File: config.mk
export PLATFORM = sky130hd
export DESIGN_NAME = peak_sample_sched
export DESIGN_NICKNAME = d
export VERILOG_FILES = /design/src/rtl/psched_pkg.sv /design/src/rtl/psched_level_map.sv /design/src/rtl/psched_cond_timer.sv /design/src/rtl/psched_strobe_gen.sv /design/src/rtl/peak_sample_sched.sv
export SDC_FILE = /design/constraint.sdc
export NUM_CORES = 1
export LEC_CHECK = 0
export ABC_AREA = 1
export BUFFER_PORTS_ARGS = -buffer_cell sky130_fd_sc_hd__buf_2
export CORE_MARGIN = 2
export CORE_UTILIZATION = 40
export CTS_BUF_LIST = sky130_fd_sc_hd__clkbuf_16
export CTS_CLUSTER_DIAMETER = 200
export CTS_CLUSTER_SIZE = 16
export DETAILED_ROUTE_END_ITERATION = 7
export GPL_ROUTABILITY_DRIVEN = 0
export PLACE_DENSITY = 0.63
export SYNTH_ARGS = -nofsm -noshare
export SYNTH_HDL_FRONTEND = slang
export SYNTH_HIERARCHICAL = 1
export SYNTH_SLANG_ARGS = --single-unit
File: constraint.sdc
create_clock -name clk -period 59.3 [get_ports clk]
set_input_delay 5.93 -clock clk [delete_from_list [all_inputs] [get_ports clk]]
set_output_delay 5.93 -clock clk [all_outputs]
set_load 0.05 [all_outputs]
File: src/rtl/psched_pkg.sv
package psched_pkg;

    localparam int unsigned PS_LOAD_W   = 8;
    localparam int unsigned PS_THR_W    = 10;
    localparam int unsigned PS_RATIO_W  = 7;
    localparam int unsigned PS_CNT_W    = 12;

    localparam int unsigned PS_LOAD_LO  = 5;
    localparam int unsigned PS_LOAD_HI  = 102;
    localparam int unsigned PS_THR_LO   = 180;
    localparam int unsigned PS_THR_HI   = 630;
    localparam int unsigned PS_RAT_LO   = 50;
    localparam int unsigned PS_RAT_HI   = 80;
    localparam int unsigned PS_PCT_FULL = 100;

    typedef struct packed {
        logic [PS_THR_W-1:0]   thr;
        logic [PS_RATIO_W-1:0] ratio;
    } lvl_codes_t;

    typedef enum logic [1:0] {
        SEG_LOW  = 2'd0,
        SEG_MID  = 2'd1,
        SEG_HIGH = 2'd2
    } seg_t;

    function automatic int unsigned lerp(input int unsigned x,
                                         input int unsigned x0,
                                         input int unsigned x1,
                                         input int unsigned y0,
                                         input int unsigned y1);
        return y0 + ((y1 - y0) * (x - x0)) / (x1 - x0);
    endfunction

endpackage

File: src/rtl/psched_level_map.sv
module psched_level_map
    import psched_pkg::*;
#(
    parameter int unsigned LOAD_LO  = PS_LOAD_LO,
    parameter int unsigned LOAD_HI  = PS_LOAD_HI,
    parameter int unsigned THR_LO   = PS_THR_LO,
    parameter int unsigned THR_HI   = PS_THR_HI,
    parameter int unsigned RATIO_LO = PS_RAT_LO,
    parameter int unsigned RATIO_HI = PS_RAT_HI
) (
    input  logic                 clk,
    input  logic                 rst,
    input  logic [PS_LOAD_W-1:0] load_lvl,
    output lvl_codes_t           codes_q
);

    seg_t       seg;
    lvl_codes_t codes_n;

    always_comb begin
        if (load_lvl <= PS_LOAD_W'(LOAD_LO))
            seg = SEG_LOW;
        else if (load_lvl >= PS_LOAD_W'(LOAD_HI))
            seg = SEG_HIGH;
        else
            seg = SEG_MID;
    end

    always_comb begin
        case (seg)
            SEG_LOW: begin
                codes_n.thr   = PS_THR_W'(THR_LO);
                codes_n.ratio = PS_RATIO_W'(RATIO_LO);
            end
            SEG_HIGH: begin
                codes_n.thr   = PS_THR_W'(THR_HI);
                codes_n.ratio = PS_RATIO_W'(RATIO_HI);
            end
            default: begin
                codes_n.thr   = PS_THR_W'(lerp(32'(load_lvl), LOAD_LO, LOAD_HI,
                                               THR_LO, THR_HI));
                codes_n.ratio = PS_RATIO_W'(lerp(32'(load_lvl), LOAD_LO, LOAD_HI,
                                                 RATIO_LO, RATIO_HI));
            end
        endcase
    end

    always_ff @(posedge clk) begin
        if (rst) begin
            codes_q.thr   <= PS_THR_W'(THR_LO);
            codes_q.ratio <= PS_RATIO_W'(RATIO_LO);
        end else begin
            codes_q <= codes_n;
        end
    end

endmodule

File: src/rtl/psched_cond_timer.sv
module psched_cond_timer #(
    parameter int unsigned CNT_W = 12
) (
    input  logic             clk,
    input  logic             rst,
    input  logic             cond_start,
    input  logic             cond_end,
    output logic             active,
    output logic             end_hit,
    output logic [CNT_W-1:0] step,
    output logic [CNT_W-1:0] meas
);

    localparam logic [CNT_W-1:0] CNT_MAX = '1;

    logic [CNT_W-1:0] cnt;

    assign step    = (cnt == CNT_MAX) ? CNT_MAX : cnt + 1'b1;
    assign end_hit = active && cond_end && !cond_start;

    always_ff @(posedge clk) begin
        if (rst) begin
            active <= 1'b0;
            cnt    <= '0;
            meas   <= '0;
        end else if (cond_start) begin
            active <= 1'b1;
            cnt    <= '0;
        end else if (active) begin
            if (cond_end) begin
                active <= 1'b0;
                meas   <= step;
            end else begin
                cnt <= step;
            end
        end
    end

endmodule

File: src/rtl/psched_strobe_gen.sv
module psched_strobe_gen #(
    parameter int unsigned CNT_W    = 12,
    parameter int unsigned RATIO_W  = 7,
    parameter int unsigned PCT_FULL = 100
) (
    input  logic               clk,
    input  logic               rst,
    input  logic               cond_start,
    input  logic               active,
    input  logic               end_hit,
    input  logic [CNT_W-1:0]   step,
    input  logic [CNT_W-1:0]   meas,
    input  logic [RATIO_W-1:0] ratio,
    output logic               strobe,
    output logic               miss
);

    localparam int unsigned PROD_W = CNT_W + RATIO_W;

    logic [PROD_W-1:0] prod;
    logic [CNT_W-1:0]  tgt_n;
    logic [CNT_W-1:0]  tgt;
    logic              done;

    assign prod  = PROD_W'(meas) * PROD_W'(ratio);
    assign tgt_n = CNT_W'(prod / PROD_W'(PCT_FULL));

    always_ff @(posedge clk) begin
        if (rst) begin
            tgt    <= '0;
            done   <= 1'b0;
            strobe <= 1'b0;
            miss   <= 1'b0;
        end else if (cond_start) begin
            tgt    <= tgt_n;
            done   <= 1'b0;
            strobe <= 1'b0;
            miss   <= 1'b0;
        end else if (end_hit) begin
            strobe <= 1'b0;
            done   <= 1'b1;
            if (!done && tgt != '0)
                miss <= 1'b1;
        end else if (active && !done && tgt != '0 && step == tgt) begin
            strobe <= 1'b1;
            done   <= 1'b1;
        end else begin
            strobe <= 1'b0;
        end
    end

endmodule

File: src/rtl/peak_sample_sched.sv
module peak_sample_sched
    import psched_pkg::*;
#(
    parameter int unsigned CNT_W    = PS_CNT_W,
    parameter int unsigned LOAD_LO  = PS_LOAD_LO,
    parameter int unsigned LOAD_HI  = PS_LOAD_HI,
    parameter int unsigned THR_LO   = PS_THR_LO,
    parameter int unsigned THR_HI   = PS_THR_HI,
    parameter int unsigned RATIO_LO = PS_RAT_LO,
    parameter int unsigned RATIO_HI = PS_RAT_HI,
    parameter int unsigned PCT_FULL = PS_PCT_FULL
) (
    input  logic                  clk,
    input  logic                  rst,
    input  logic [PS_LOAD_W-1:0]  load_lvl,
    input  logic                  cond_start,
    input  logic                  cond_end,
    output logic [PS_THR_W-1:0]   peak_thr,
    output logic [PS_RATIO_W-1:0] sample_ratio,
    output logic                  sample_strobe,
    output logic                  sample_miss
);

    lvl_codes_t       codes;
    logic             active;
    logic             end_hit;
    logic [CNT_W-1:0] step;
    logic [CNT_W-1:0] meas;

    psched_level_map #(
        .LOAD_LO (LOAD_LO),
        .LOAD_HI (LOAD_HI),
        .THR_LO  (THR_LO),
        .THR_HI  (THR_HI),
        .RATIO_LO(RATIO_LO),
        .RATIO_HI(RATIO_HI)
    ) u_map (
        .clk     (clk),
        .rst     (rst),
        .load_lvl(load_lvl),
        .codes_q (codes)
    );

    psched_cond_timer #(
        .CNT_W(CNT_W)
    ) u_timer (
        .clk       (clk),
        .rst       (rst),
        .cond_start(cond_start),
        .cond_end  (cond_end),
        .active    (active),
        .end_hit   (end_hit),
        .step      (step),
        .meas      (meas)
    );

    psched_strobe_gen #(
        .CNT_W   (CNT_W),
        .RATIO_W (PS_RATIO_W),
        .PCT_FULL(PCT_FULL)
    ) u_strobe (
        .clk       (clk),
        .rst       (rst),
        .cond_start(cond_start),
        .active    (active),
        .end_hit   (end_hit),
        .step      (step),
        .meas      (meas),
        .ratio     (codes.ratio),
        .strobe    (sample_strobe),
        .miss      (sample_miss)
    );

    assign peak_thr     = codes.thr;
    assign sample_ratio = codes.ratio;

endmodule

==> flow_summary.toml <==
[yosys]
synthArstFlopShare = 0
ys.flop_type = "dfxtp_1"
synthSimpleGateAreaFrac = 0.550
synth_commonest_cells = "nand2_1 (1361), inv_1 (601), nor2_1 (386)"
synth-edff-count = 0
synthesis.area_um2 = 23200
yosys.cell_types.count = 70
synth_compound_area_frac = 0.0864
synth_top_area_share = 0.220
ys_seq_area_frac = 0.0492
ys_seq_elements = 57
synth.most_common_cell = "nand2_1"
synth-xor-area-share = 0.0659
synth.area.top_cells = "nand2_1 (22%), inv_1 (9.7%), nand3_1 (7.8%)"
synth_top_family_by_area = "simple AND/OR/NAND/NOR gates"
synthMuxAreaShare = 0
netlist_instances = 4198
synth-adder-area-share = 0.113
synth_warnings = 6
synth_top_area_cell = "nand2_1"
syn_area_per_cell_um2 = 5.52
syn_nets = 4380

[clock_tree]
cts_buffers = 9
post_cts_resized = 0
htreeDepth = 3
clk_path_buf_depth = 2
hold_buffers = 0
insertion_delay_ns = 0.33
cts-root-buf = "clkbuf_16"
cts_tree = "done"
clock-sinks = 57
postCtsSetupBuffers = 0
path_clk_slew_ns = 0.05

[grt]
grt_first_pass_wirelength_um = 110000
antenna_found_initial = 0
grt_max_degree = 41
grt_usage = 0.214
grt_pass1_vias = 22900
grt-ovfl-total = 0

[sta]
slew_headroom = 0.400
period_minus_slack_ns = 29.51
hold_viol = 0
worst_slack_ns = 29.79
setup_violations = 0
worstMarginPinSlew_ns = 0.898
fin_setup_tns_ns = 0
clock_skew_ns = 0.00872
finalMaxSlewViolations = 0
rsz0062_at_grt = "false"
timing.final.crit_share = 0.498
max_freq_mhz = 33.9

[critical_path]
critical_path_required_ns = 59.47
crit_arrival_ns = 29.68
path_class = "input port to flip-flop"
worstPathMaxFanout = 28
critPathMostFrequentCell = "nand2_1"
end_kind = "flip-flop"
cp-start-kind = "input port"
critPathMaxStageDelay_ns = 0.97
worst_path_max_delay_cell = "fa_1"
ff2ff_path_depth = 66

[drt]
vias = 25400
drc = 0
routed_via_density = 5.14
drt_iter0_drc = 1597
antenna_left = 0
detail_route.wl_per_cell_um = 13.3
firstDrtPassIters = 6
routed_wl_um = 65900

[hold_path]
hold_path.class = "flip-flop to flip-flop"
hold_depth = 2

[floorplan]
dieArea_um2 = 59900
fp.coreArea_um2 = 57500
start_util = 0.403
die_y_um = 245
core.rowCount = 88
ioPinCount = 31
fp.dieW_um = 245

[layout]
nNetsFinal = 4364
drive_gt1_frac = 0.124
n_antenna_cell = 0
area_growth_pct = 4.09

[job]
drv_cap = 0

[place]
dp_worst_setup_slack_ns = 29.86
place.port_buffers = 30
place_hpwl_um = 54400

[outcome]
status = "completed"
==> layout make-up <==
cell class	instances	area [um^2]
inverter	699	2640
clock inverter	7	68.8
fill	6445	33300
timing repair buffer	34	180
multi-input combinational	3381	18900
clock buffer	9	225
tap	765	957
sequential	57	1140
==> flip-flops by register name, summed over array words and instances, names as in the netlist <==
name	flops
u_strobe/miss	1
u_strobe/strobe	1
u_timer/cnt	12
u_map/codes_q	17
u_strobe/tgt	12
u_strobe/done	1
u_timer/active	1
u_timer/meas	12
==> final timing paths <==
kind | from | endpoint | slack (ns)
worst max-delay path | load_lvl[0] | u_map/codes_q[5] | 29.79
worst max register to register | u_map/codes_q[6] | u_strobe/tgt[0] | 49.39
worst min-delay path | u_strobe/miss | u_strobe/miss | 0.46
worst min register to register | u_strobe/miss | u_strobe/miss | 0.46
==> critical path, delay by kind of cell <==
family | cells | cell delay (ns)
xor gates and xnor gates | 1 | 0.33
AOI/OAI and AO/OA | 7 | 1.80
adders and majority gates | 6 | 2.79
buffers and inverters | 13 | 1.68
and+or+nand+nor | 111 | 17.04
==> routing by layer <==
metal | GRT usage | vias up | wire (um)
li1 | - | 13300 | -
met1 | 0.290 | 11400 | 31100
met2 | 0.364 | 639 | 30200
met3 | 0.0163 | 124 | 2930
met4 | 0.0590 | 0 | 1660
met5 | 0 | - | 0
==> per-stage QoR <==
stage                     hold slack (ns)  area, um^2  instances  utilization
after CTS                           0.464       24100       4952        0.420
after global placement              0.444       23800       4936        0.415
final                               0.455       24100       4952        0.420
after detailed placement            0.455       23800       4936        0.415
after global routing                0.476       24100       4952        0.420
after floorplan                     0.474       23200       4198            -
==> logic make-up after synthesis <==
kind of cell,count (synthesis)
AOI/OAI and AO/OA,349
buffers and inverters,760
DFF,57
xor gates and xnor gates,171
adders and majority gates,170
and+or+nand+nor,2691
==> cell usage in the layout, fill, tap and decap left out, types with 103 or more instances in the layout <==
cell type  netlist  routed
nand2_1       1361    1361
inv_1          601     601
nor2_1         386     386
nand3_1        363     363
nand2_2        150     150
nand4_1        144     144
o21ai_0        135     135
xor2_1         119     119
a21oi_1        105     105
ha_1           103     103
Power is not shown: default switching activity piles up to over one toggle a cycle in this logic, so the estimate is an artifact.
